### config.mk
export PLATFORM = sky130hd
export DESIGN_NAME = lfo_tri_mod
export DESIGN_NICKNAME = d
export VERILOG_FILES = /design/src/rtl/lfo_am_pkg.sv /design/src/rtl/lfo_phase_acc.sv /design/src/rtl/lfo_shape.sv /design/src/rtl/lfo_op_scale.sv /design/src/rtl/lfo_tri_mod.sv
export SDC_FILE = /design/constraint.sdc
export NUM_CORES = 1
export LEC_CHECK = 0
export CORE_MARGIN = 5
export CORE_UTILIZATION = 55
export CTS_CLUSTER_DIAMETER = 200
export CTS_CLUSTER_SIZE = 28
export DETAILED_ROUTE_END_ITERATION = 10
export DONT_BUFFER_PORTS = 1
export GPL_ROUTABILITY_DRIVEN = 0
export GPL_TIMING_DRIVEN = 0
export PLACE_DENSITY = 0.76
export SETUP_SLACK_MARGIN = 0.3
export SYNTH_ARGS = -nofsm -noshare
export SYNTH_HDL_FRONTEND = slang
export SYNTH_SLANG_ARGS = --single-unit
### constraint.sdc
create_clock -name clk -period 6.98 [get_ports clk]
set_input_delay 0.349 -clock clk [delete_from_list [all_inputs] [get_ports clk]]
set_output_delay 0.349 -clock clk [all_outputs]
set_load 0.02 [all_outputs]
### src/rtl/lfo_am_pkg.sv
package lfo_am_pkg;
  localparam int STEP_W = 7;
  localparam int AM_W   = 7;
  localparam int PM_W   = STEP_W - 2;

  typedef logic [STEP_W-1:0] step_t;
  typedef logic [AM_W-1:0]   am_t;
  typedef logic [PM_W-1:0]   pm_t;

  // folded triangle: rising half inverted, then doubled
  function automatic am_t fold_tri(input step_t s);
    logic [5:0] lo;
    lo = s[5:0];
    if (!s[6]) lo = ~lo;
    return {lo, 1'b0};
  endfunction

  function automatic pm_t pm_of(input step_t s);
    return s[STEP_W-1:2];
  endfunction
endpackage

### src/rtl/lfo_phase_acc.sv
module lfo_phase_acc
  import lfo_am_pkg::*;
#(
  parameter int FRAC_W = 8,
  parameter int INC_W  = FRAC_W + STEP_W
) (
  input  logic              clk,
  input  logic              rst_n,
  input  logic              adv,
  input  logic [INC_W-1:0]  inc,
  output step_t             step_nxt,
  output logic              step_chg
);
  localparam int CNT_W = FRAC_W + STEP_W;

  logic [CNT_W-1:0] cnt_q;
  logic [CNT_W-1:0] cnt_sum;
  step_t            step_cur;

  assign cnt_sum  = cnt_q + CNT_W'(inc);
  assign step_cur = cnt_q[CNT_W-1 -: STEP_W];
  assign step_nxt = cnt_sum[CNT_W-1 -: STEP_W];
  assign step_chg = adv && (step_nxt != step_cur);

  always_ff @(posedge clk) begin
    if (!rst_n)   cnt_q <= '0;
    else if (adv) cnt_q <= cnt_sum;
  end
endmodule

### src/rtl/lfo_shape.sv
module lfo_shape
  import lfo_am_pkg::*;
(
  input  logic  clk,
  input  logic  rst_n,
  input  logic  step_chg,
  input  step_t step_nxt,
  output am_t   am_now,
  output pm_t   pm_now
);
  am_t  am_q;
  pm_t  pm_q;
  am_t  am_cand;
  pm_t  pm_cand;
  logic pm_chg;

  assign am_cand = fold_tri(step_nxt);
  assign pm_cand = pm_of(step_nxt);
  assign pm_chg  = step_chg && (pm_cand != pm_q);
  assign am_now  = step_chg ? am_cand : am_q;
  assign pm_now  = pm_chg ? pm_cand : pm_q;

  always_ff @(posedge clk) begin
    if (!rst_n) begin
      am_q <= '0;
      pm_q <= '0;
    end else begin
      if (step_chg) am_q <= am_cand;
      if (pm_chg)   pm_q <= pm_cand;
    end
  end
endmodule

### src/rtl/lfo_op_scale.sv
module lfo_op_scale
  import lfo_am_pkg::*;
#(
  parameter int ATT_W = 10,
  localparam int OUT_W = ATT_W + 1
) (
  input  logic [ATT_W-1:0] att,
  input  am_t              am,
  input  logic [1:0]       sens,
  input  logic             use_am,
  output logic [OUT_W-1:0] att_out
);
  am_t              amt;
  logic [OUT_W-1:0] sum;

  always_comb begin
    amt = am >> sens;
    sum = OUT_W'(att);
    if (use_am) sum = sum + OUT_W'(amt);
    att_out = {sum[OUT_W-1:1], 1'b0};
  end
endmodule

### src/rtl/lfo_tri_mod.sv
module lfo_tri_mod
  import lfo_am_pkg::*;
#(
  parameter int NUM_OP = 4,
  parameter int ATT_W  = 10,
  parameter int FRAC_W = 8,
  parameter int INC_W  = FRAC_W + 7
) (
  input  logic                       clk,
  input  logic                       rst_n,
  input  logic                       lfo_en,
  input  logic [INC_W-1:0]           lfo_inc,
  input  logic [1:0]                 am_sens,
  input  logic [NUM_OP-1:0]          am_mask,
  input  logic                       s_valid,
  output logic                       s_ready,
  input  logic [NUM_OP*ATT_W-1:0]    s_att,
  output logic                       m_valid,
  input  logic                       m_ready,
  output logic [NUM_OP*(ATT_W+1)-1:0] m_att,
  output logic [4:0]                 m_pm
);
  localparam int OUT_W = ATT_W + 1;

  logic  take;
  logic  adv;
  step_t step_nxt;
  logic  step_chg;
  am_t   am_now;
  pm_t   pm_now;
  logic [NUM_OP*OUT_W-1:0] att_nxt;

  assign s_ready = !m_valid || m_ready;
  assign take    = s_valid && s_ready;
  assign adv     = take && lfo_en;

  lfo_phase_acc #(.FRAC_W(FRAC_W), .INC_W(INC_W)) u_acc (
    .clk(clk), .rst_n(rst_n), .adv(adv), .inc(lfo_inc),
    .step_nxt(step_nxt), .step_chg(step_chg)
  );

  lfo_shape u_shape (
    .clk(clk), .rst_n(rst_n), .step_chg(step_chg), .step_nxt(step_nxt),
    .am_now(am_now), .pm_now(pm_now)
  );

  for (genvar k = 0; k < NUM_OP; k++) begin : g_op
    lfo_op_scale #(.ATT_W(ATT_W)) u_op (
      .att(s_att[k*ATT_W +: ATT_W]),
      .am(am_now),
      .sens(am_sens),
      .use_am(lfo_en && am_mask[k]),
      .att_out(att_nxt[k*OUT_W +: OUT_W])
    );
  end

  always_ff @(posedge clk) begin
    if (!rst_n) begin
      m_valid <= 1'b0;
      m_att   <= '0;
      m_pm    <= '0;
    end else if (take) begin
      m_valid <= 1'b1;
      m_att   <= att_nxt;
      m_pm    <= lfo_en ? pm_now : '0;
    end else if (m_ready) begin
      m_valid <= 1'b0;
    end
  end
endmodule

==> impl_summary.log, run 1 <==
INFO  metric status = completed
INFO  metric worst_ep_required_time = 7.19 ns
INFO  metric wl_per_cell = 19.0 um
INFO  metric root_buffer = clkbuf_8
INFO  metric grt_pass1_vias = 4772
INFO  metric synth_seq_area_share = 27.5%
INFO  metric cts_inserted_buffers = 9
INFO  metric finalSetupViolCount = 0
INFO  metric detailedRoute.firstPassIterationCount = 6
INFO  metric critPathMaxFanout = 10
INFO  metric timing.max_slew.rel_slack = 31.8%
INFO  metric postRouteWirelength = 15500 um
INFO  metric clk_path_buf_depth = 2
INFO  metric floorplan.io_pins = 117
INFO  metric die_h = 108 um
INFO  metric pwr_density_cell = 220 nW/um^2
INFO  metric synth_edf_count = 0
INFO  metric overflow = 0
INFO  metric hpwlAfterDp = 11900 um
INFO  metric synth_cells = 665
INFO  metric timing.setup.tns = 0 ns
INFO  metric max_freq = 163 MHz
INFO  metric ant_nets = 0
INFO  metric antenna_found_initial = 0
INFO  metric crit-reg2reg-launch = u_acc.cnt_q[0]
INFO  metric design.core.area = 9330 sq um
INFO  metric max_slew.worst_pin.slew = 1.02 ns
INFO  metric finalNetCount = 788
INFO  metric rsz0062_at_grt = false
INFO  metric critical_path.startpoint = u_acc.cnt_q[0]
INFO  metric post-route-period-util = 87.7%
INFO  metric critical_path_arrival = 6.33 ns
INFO  metric critPathCaptureType = flop
INFO  metric netlist.top_cell.by_area = dfxtp_1
INFO  metric top_area_cell_type_share_of_the_netlist_area = 27.5%
INFO  metric dominantRegCellSynth = dfxtp_1
INFO  metric cpLargestDelayFamily = compound AO/OA/AOI/OAI gates
INFO  metric cts_setup_buffers = 0
INFO  metric power_leakage = 2.31 nW
INFO  metric mostFrequentLayoutCell = nand2_1
INFO  metric number_of_design_rule_violations_left_after_detail_routing = 0
INFO  metric vdd_ir_drop_max = 0.113 mV
INFO  metric fp-row-count = 35
INFO  metric die_area = 11700 sq um
INFO  metric num_antenna_cells = 0
INFO  metric layout.cells.most_common_list = nand2_1, dfxtp_1, a21oi_1, nor2_1, ha_1
INFO  metric cpMaxStageDelayCell = buf_1
INFO  metric placement.io_buffers = 0
INFO  metric synth_cell_types = 68
INFO  metric timing.max_cap.violations = 0
INFO  metric yosysWarningCount = 0
INFO  metric worst_skew_pair.late_latency = 0.35 ns
INFO  metric final_report_max_slew_violation_count = 0
INFO  metric drt_first_iter_violations = 451
INFO  metric critical_path.max_stage_delay = 0.47 ns
INFO  metric drive_gt1_share = 5.70%
INFO  metric timing.final.hold_violations = 0
INFO  metric maximum_number_of_pins_on_one_net_before_global_route_repair = 13
INFO  metric worstPathCellList = ha_1 > fa_1 > a211oi_2 > o21ai_0 > a211oi_1 > a2bb2oi_2 > nor2_1 > nand2_1 > o21a_1 > buf_1 > o21ai_0 > mux2i_1 > nor2_1 > a21oi_1 > ha_1 > a21o_1 > a21o_1 > a21o_1 > a211oi_1 > a21oi_1 > xnor2_1 > a21oi_1
INFO  metric synth.avg_cell_area = 7.98 sq um
INFO  metric route.detailed.vias_per_inst = 6.17
INFO  metric area_delta_synth_final = 7.21%
INFO  metric hp-start = s_valid
INFO  metric share_of_flip_flops_with_an_asynchronous_set_or_reset_after_synthesis = 0%
INFO  metric min-delay-path-class = primary input to flop
INFO  metric initial_core_util = 56.9%
INFO  metric numClockSinks = 73
INFO  metric htree_num_levels = 3
INFO  metric timing.critical_path.buf_inv = 1
INFO  metric cts_tree = done
INFO  metric instance_area_at_placement = 5480 sq um
INFO  metric crit_type = flop to flop
INFO  metric detailroute.via_count = 5017
INFO  metric setup_clock_skew_after_layout = 0.0107 ns
INFO  metric synth.cell_area = 5310 sq um
INFO  metric wire_length_of_the_first_global_routing_pass = 24100 um
INFO  metric worstSetupStartpointType = flop
INFO  metric synth.ff_latch_count = 73
INFO  metric fin_crit = 6.12 ns
INFO  metric worst_setup_hold_path_clk_slew = 0.08 ns
INFO  metric die-width = 108 um
INFO  metric post_synth_main_area_contributors = dfxtp_1, ha_1, a21oi_1, nand2_1, xnor2_1
INFO  metric finalInstanceArea = 5690 sq um
INFO  metric grt_use_total = 26.5%
## power breakdown
| part | switching (mW) | internal [mW] | total [mW] |
|---|---|---|---|
| clock network | 0.166 | 0.185 | 0.351 |
| registers | 0.0450 | 0.447 | 0.492 |
| logic | 0.239 | 0.167 | 0.407 |
## per-stage QoR
| step | power (mW) | cells | util (%) | hold WS, ns | worst slack (ns) |
|---|---|---|---|---|---|
| 6_report | 1.25 | 813 | 61.0 | 0.120 | 0.861 |
| 5_1_grt | 1.32 | 813 | 61.0 | 0.134 | 0.390 |
| 4_1_cts | 1.25 | 813 | 61.0 | 0.111 | 0.611 |
| 3_5_place_dp | 0.899 | 797 | 58.8 | 0.457 | 0.582 |
| 3_3_place_gp | 0.886 | 797 | 58.8 | 0.444 | 0.735 |
| 2_1_floorplan | 0.815 | 668 | - | 0.436 | 1.54 |
## state kept, by name, indices dropped and copies added, names as in the netlist
signal	count
u_shape.am_q	7
u_shape.pm_q	5
u_acc.cnt_q	15
m_valid	1
m_att	40
m_pm	5
## cells in the mapped netlist, drive strengths merged, types with 4 or more instances
master,count
a211oi,17
a21o,21
a21oi,73
a311oi,14
a31oi,4
and2,11
and3,6
buf,10
clkbuf,28
dfxtp,73
fa,5
ha,38
inv,10
mux2i,12
nand2,92
nand2b,6
nand3,6
nand4,12
nor2,59
nor2b,6
nor3,13
o211ai,7
o21a,8
o21ai,40
xnor2,34
xor2,12
## cell type report
| type | instances | area [sq um] |
|---|---|---|
| clock inverters | 4 | 51.3 |
| fillers | 830 | 3640 |
| multi-input cells | 546 | 3660 |
| clock buffers | 12 | 155 |
| well taps | 129 | 161 |
| plain buffers | 38 | 163 |
| flip-flops and latches | 73 | 1460 |
| inverters | 11 | 41.3 |
## kinds of logic after synthesis
group | after synthesis | share of synthesized area [%]
buffers and inverters | 49 | 3.84
multiplexers | 13 | 2.48
adder cells (fa/ha/maj) | 43 | 10.8
other | 1 | 0.0707
AND/OR/NAND/NOR | 228 | 19.7
XOR/XNOR | 48 | 8.82
flip-flops | 73 | 27.5
AO/OA/AOI/OAI | 210 | 26.7
## worst paths after layout
| check | depth (start not counted) | end | slack, ns |
|---|---|---|---|
| max | 22 | m_att[18] | 0.86 |
| min | 2 | m_valid | 0.12 |
| min reg2reg | 2 | u_acc.cnt_q[7] | 0.47 |
| max reg2reg | 22 | m_att[18] | 0.86 |
## layer usage
| metal | part of all wire, % | global-route usage [%] | vias to the layer above | wire [um] |
|---|---|---|---|---|
| met5 | 0 | 0 | - | 0 |
| met4 | 3.4 | 11.8 | 0 | 534 |
| met3 | 11 | 9.07 | 40 | 1700 |
| met2 | 45 | 42.1 | 224 | 6960 |
| met1 | 41 | 32.5 | 2322 | 6290 |
| li1 | - | - | 2431 | - |
## timing repair
item                                    CTS  global route
gates resized for setup                   0             1
hold buffers                              0             0
endpoints found under the setup margin    0             5
Note: power is estimated with default switching activity, not from simulation.
==> run 2, diff against run 1 <==
--- a/config.mk
+++ b/config.mk
@@ -5,6 +5,7 @@
 export SDC_FILE = /design/constraint.sdc
 export NUM_CORES = 1
 export LEC_CHECK = 0
+export ABC_AREA = 1
 export CORE_MARGIN = 5
 export CORE_UTILIZATION = 55
 export CTS_CLUSTER_DIAMETER = 200
@@ -13,7 +14,7 @@
 export DONT_BUFFER_PORTS = 1
 export GPL_ROUTABILITY_DRIVEN = 0
 export GPL_TIMING_DRIVEN = 0
-export PLACE_DENSITY = 0.76
+export PLACE_DENSITY = 0.67
 export SETUP_SLACK_MARGIN = 0.3
 export SYNTH_ARGS = -nofsm -noshare
 export SYNTH_HDL_FRONTEND = slang
==> run 2 against run 1 <==
Against the previous run: clock-buffer cell count fell by 1; sequential cell count unchanged; sequential power about the same; highest routed layer unchanged.
==> impl_summary.log, run 2 <==
INFO  metric number_of_flip_flops_in_the_largest_register = 40
INFO  metric placement.io_buffers = 0
INFO  metric detailroute.via_count = 5707
INFO  metric max_freq = 183 MHz
INFO  metric instance_area_at_placement = 5850 sq um
INFO  metric critPathCaptureType = flop
INFO  metric final_report_max_slew_violation_count = 0
INFO  metric basic_gate_share_of_the_synthesized_area_counting_and_or_nand_and_nor_cells = 33.6%
INFO  metric wire_length_of_the_first_global_routing_pass = 26000 um
INFO  metric status = completed
INFO  metric netlist_top_cells_count = nand2_1, inv_1, nor2_1
INFO  metric numClockSinks = 73
INFO  metric dominant_combinational_cell_family_by_area_after_synthesis = simple AND/OR/NAND/NOR gates
INFO  metric critical_path_arrival = 5.73 ns
INFO  metric finalInstanceArea = 6050 sq um
INFO  metric post_cts_resize_count = 0
INFO  metric worstSetupStartpointType = flop
INFO  metric drt_first_iter_violations = 353
INFO  metric layout.cells.most_common_list = nand2_1, inv_1, nor2_1, a21oi_1, nand3_1
INFO  metric die_area = 12400 sq um
INFO  metric floorplan.io_pins = 117
INFO  metric htree_num_levels = 3
INFO  metric synth.cell_area = 5660 sq um
INFO  metric detailedRoute.firstPassIterationCount = 5
INFO  metric yosysWarningCount = 0
INFO  metric cpMaxStageDelayCell = ha_1
INFO  metric cts_inserted_buffers = 9
INFO  metric timing.max_slew.rel_slack = 25.7%
INFO  metric synth.ff_latch_count = 73
INFO  metric worst_setup_hold_path_clk_slew = 0.08 ns
INFO  metric max_flop_register = m_att
INFO  metric setup_clock_skew_after_layout = 0.0108 ns
INFO  metric ant_nets = 0
INFO  metric max_slew.worst_pin.slew = 1.11 ns
INFO  metric overflow = 0
INFO  metric total_area_of_multi_input_combinational_cells = 3620 sq um
INFO  metric vdd_ir_drop_max = 0.134 mV
INFO  metric pwr_density_cell = 209 nW/um^2
INFO  metric cts.hold.buffers_added = 0
INFO  metric critical_path.max_stage_delay = 0.50 ns
INFO  metric postRouteWirelength = 16100 um
INFO  metric timing.max_cap.violations = 0
INFO  metric area_delta_synth_final = 6.83%
INFO  metric synth_cells = 890
INFO  metric worst_ep_required_time = 7.24 ns
INFO  metric most_used_standard_cell_by_instance_count_after_synthesis = nand2_1
INFO  metric hpwlAfterDp = 12600 um
INFO  metric maximum_number_of_pins_on_one_net_before_global_route_repair = 13
INFO  metric design.core.area = 10200 sq um
INFO  metric fin_crit = 5.46 ns
INFO  metric synth_cell_types = 41
INFO  metric synth_seq_area_share = 25.8%
INFO  metric finalSetupViolCount = 0
INFO  metric synth_edf_count = 0
INFO  metric compound_cell_area_share_of_the_yosys_netlist = 17.1%
INFO  metric antenna_found_initial = 0
INFO  metric share_of_flip_flops_with_an_asynchronous_set_or_reset_after_synthesis = 0%
INFO  metric mostFrequentLayoutCell = nand2_1
INFO  metric fp-row-count = 37
INFO  metric synth-adder-area-share = 10.2%
INFO  metric crit_type = flop to flop
INFO  metric clk_path_buf_depth = 2
INFO  metric num_antenna_cells = 0
INFO  metric min-delay-path-class = primary input to flop
INFO  metric register_cell_area_after_layout = 1460 sq um
INFO  metric number_of_design_rule_violations_left_after_detail_routing = 0
INFO  metric worst_skew_pair.late_latency = 0.37 ns
INFO  metric netlist.top_cell.by_area = dfxtp_1
INFO  metric route.detailed.vias_per_inst = 5.46
INFO  metric timing.final.hold_violations = 0
INFO  metric report.power.total = 1.27 mW
INFO  metric dominantRegCellSynth = dfxtp_1
INFO  metric die_h = 111 um
INFO  metric die-width = 111 um
INFO  metric filler_cell_count = 1039
INFO  metric initial_core_util = 55.6%
INFO  metric critPathMaxFanout = 10
INFO  metric cts_setup_buffers = 0
INFO  metric wl_per_cell = 15.4 um
INFO  metric post-route-period-util = 78.3%
INFO  metric drive_gt1_share = 7.04%
INFO  metric rsz0062_at_grt = false
INFO  metric power_leakage = 3.04 nW
INFO  metric post_synth_xor_xnor_area = 2.72%
INFO  metric cts_tree = done
INFO  metric grt_use_total = 25.6%
INFO  metric biggestRegsByFlops = m_att: 40 flops, u_acc.cnt_q: 15 flops, u_shape.am_q: 7 flops
INFO  metric post_synth_main_area_contributors = dfxtp_1, nand2_1, ha_1, inv_1, a21oi_1
INFO  metric root_buffer = clkbuf_8
INFO  metric finalNetCount = 1013
INFO  metric grt_pass1_vias = 5510
INFO  metric timing.setup.tns = 0 ns
INFO  metric top_area_cell_type_share_of_the_netlist_area = 25.8%
INFO  metric synthMuxAreaShare = 0.177%
INFO  metric synth.avg_cell_area = 6.36 sq um
-- run 2: cell count changes in the layout (fill, tap and decap cells not counted), sizes merged, moves of 17 or more --
cell / change
a211oi: -17
a21o: -21
inv: +106
nand2: +133
nand3: +80
nor2: +32
o21ai: +35
xnor2: -25
-- run 2: path summary, 6_finish.rpt --
| check | start | to | slack [ns] | depth (start not counted) |
|---|---|---|---|---|
| worst min register to register | u_shape.am_q[0] | u_shape.am_q[0] | 0.44 | 2 |
| worst max register to register | u_acc.cnt_q[0] | m_att[30] | 1.52 | 31 |
| worst min-delay path | s_att[29] | m_att[32] | 0.12 | 2 |
| worst max-delay path | u_acc.cnt_q[0] | m_att[30] | 1.52 | 31 |
-- run 2: layer usage --
layer | track usage, % | share of wire, % | up-vias
met3 | 8.48 | 7.9 | 43
li1 | - | - | 2942
met4 | 9.49 | 3.5 | 0
met5 | 0 | 0 | -
met1 | 28.8 | 41 | 2547
met2 | 44.9 | 48 | 175
-- run 2: layout make-up --
class                   count  share of cell area [%]
plain buffers              27                    2.46
clock buffers              11                    2.50
well taps                 136                    2.81
clock inverters             5                   0.889
flip-flops and latches     73                    24.2
multi-input cells         675                    59.9
inverters                 118                    7.32
-- run 2: report_power, final --
part / internal, mW / switching (mW)
sequential: 0.448 / 0.0464
clock: 0.184 / 0.176
combinational: 0.147 / 0.266
total: 0.778 / 0.488
-- run 2: critical path: cells and delay by family, from the launching register on --
family	cells	cell delay [ns]
adder cells (fa/ha/maj)	3	1.19
buffers and inverters	7	0.59
flip-flops	1	0.32
AND/OR/NAND/NOR	13	1.61
XOR/XNOR	1	0.16
AO/OA/AOI/OAI	7	1.50
-- run 2: logic make-up (layout without fill, tap and decap cells) --
family | after synthesis | count (layout)
AO/OA/AOI/OAI | 180 | 180
XOR/XNOR | 16 | 16
adder cells (fa/ha/maj) | 43 | 43
buffers and inverters | 145 | 161
flip-flops | 73 | 73
multiplexers | 1 | 1
other | 1 | 4
AND/OR/NAND/NOR | 431 | 431
-- run 2: metrics by stage --
| stage | setup slack (ns) | hold WS [ns] | cells | util [%] |
|---|---|---|---|---|
| after floorplan | 2.11 | 0.421 | 893 | - |
| after CTS | 1.56 | 0.106 | 1045 | 59.4 |
| after detailed placement | 1.55 | 0.435 | 1029 | 57.4 |
| after global placement | 1.18 | 0.433 | 1029 | 57.4 |
| final | 1.52 | 0.118 | 1045 | 59.4 |
| after global routing | 0.944 | 0.105 | 1045 | 59.4 |
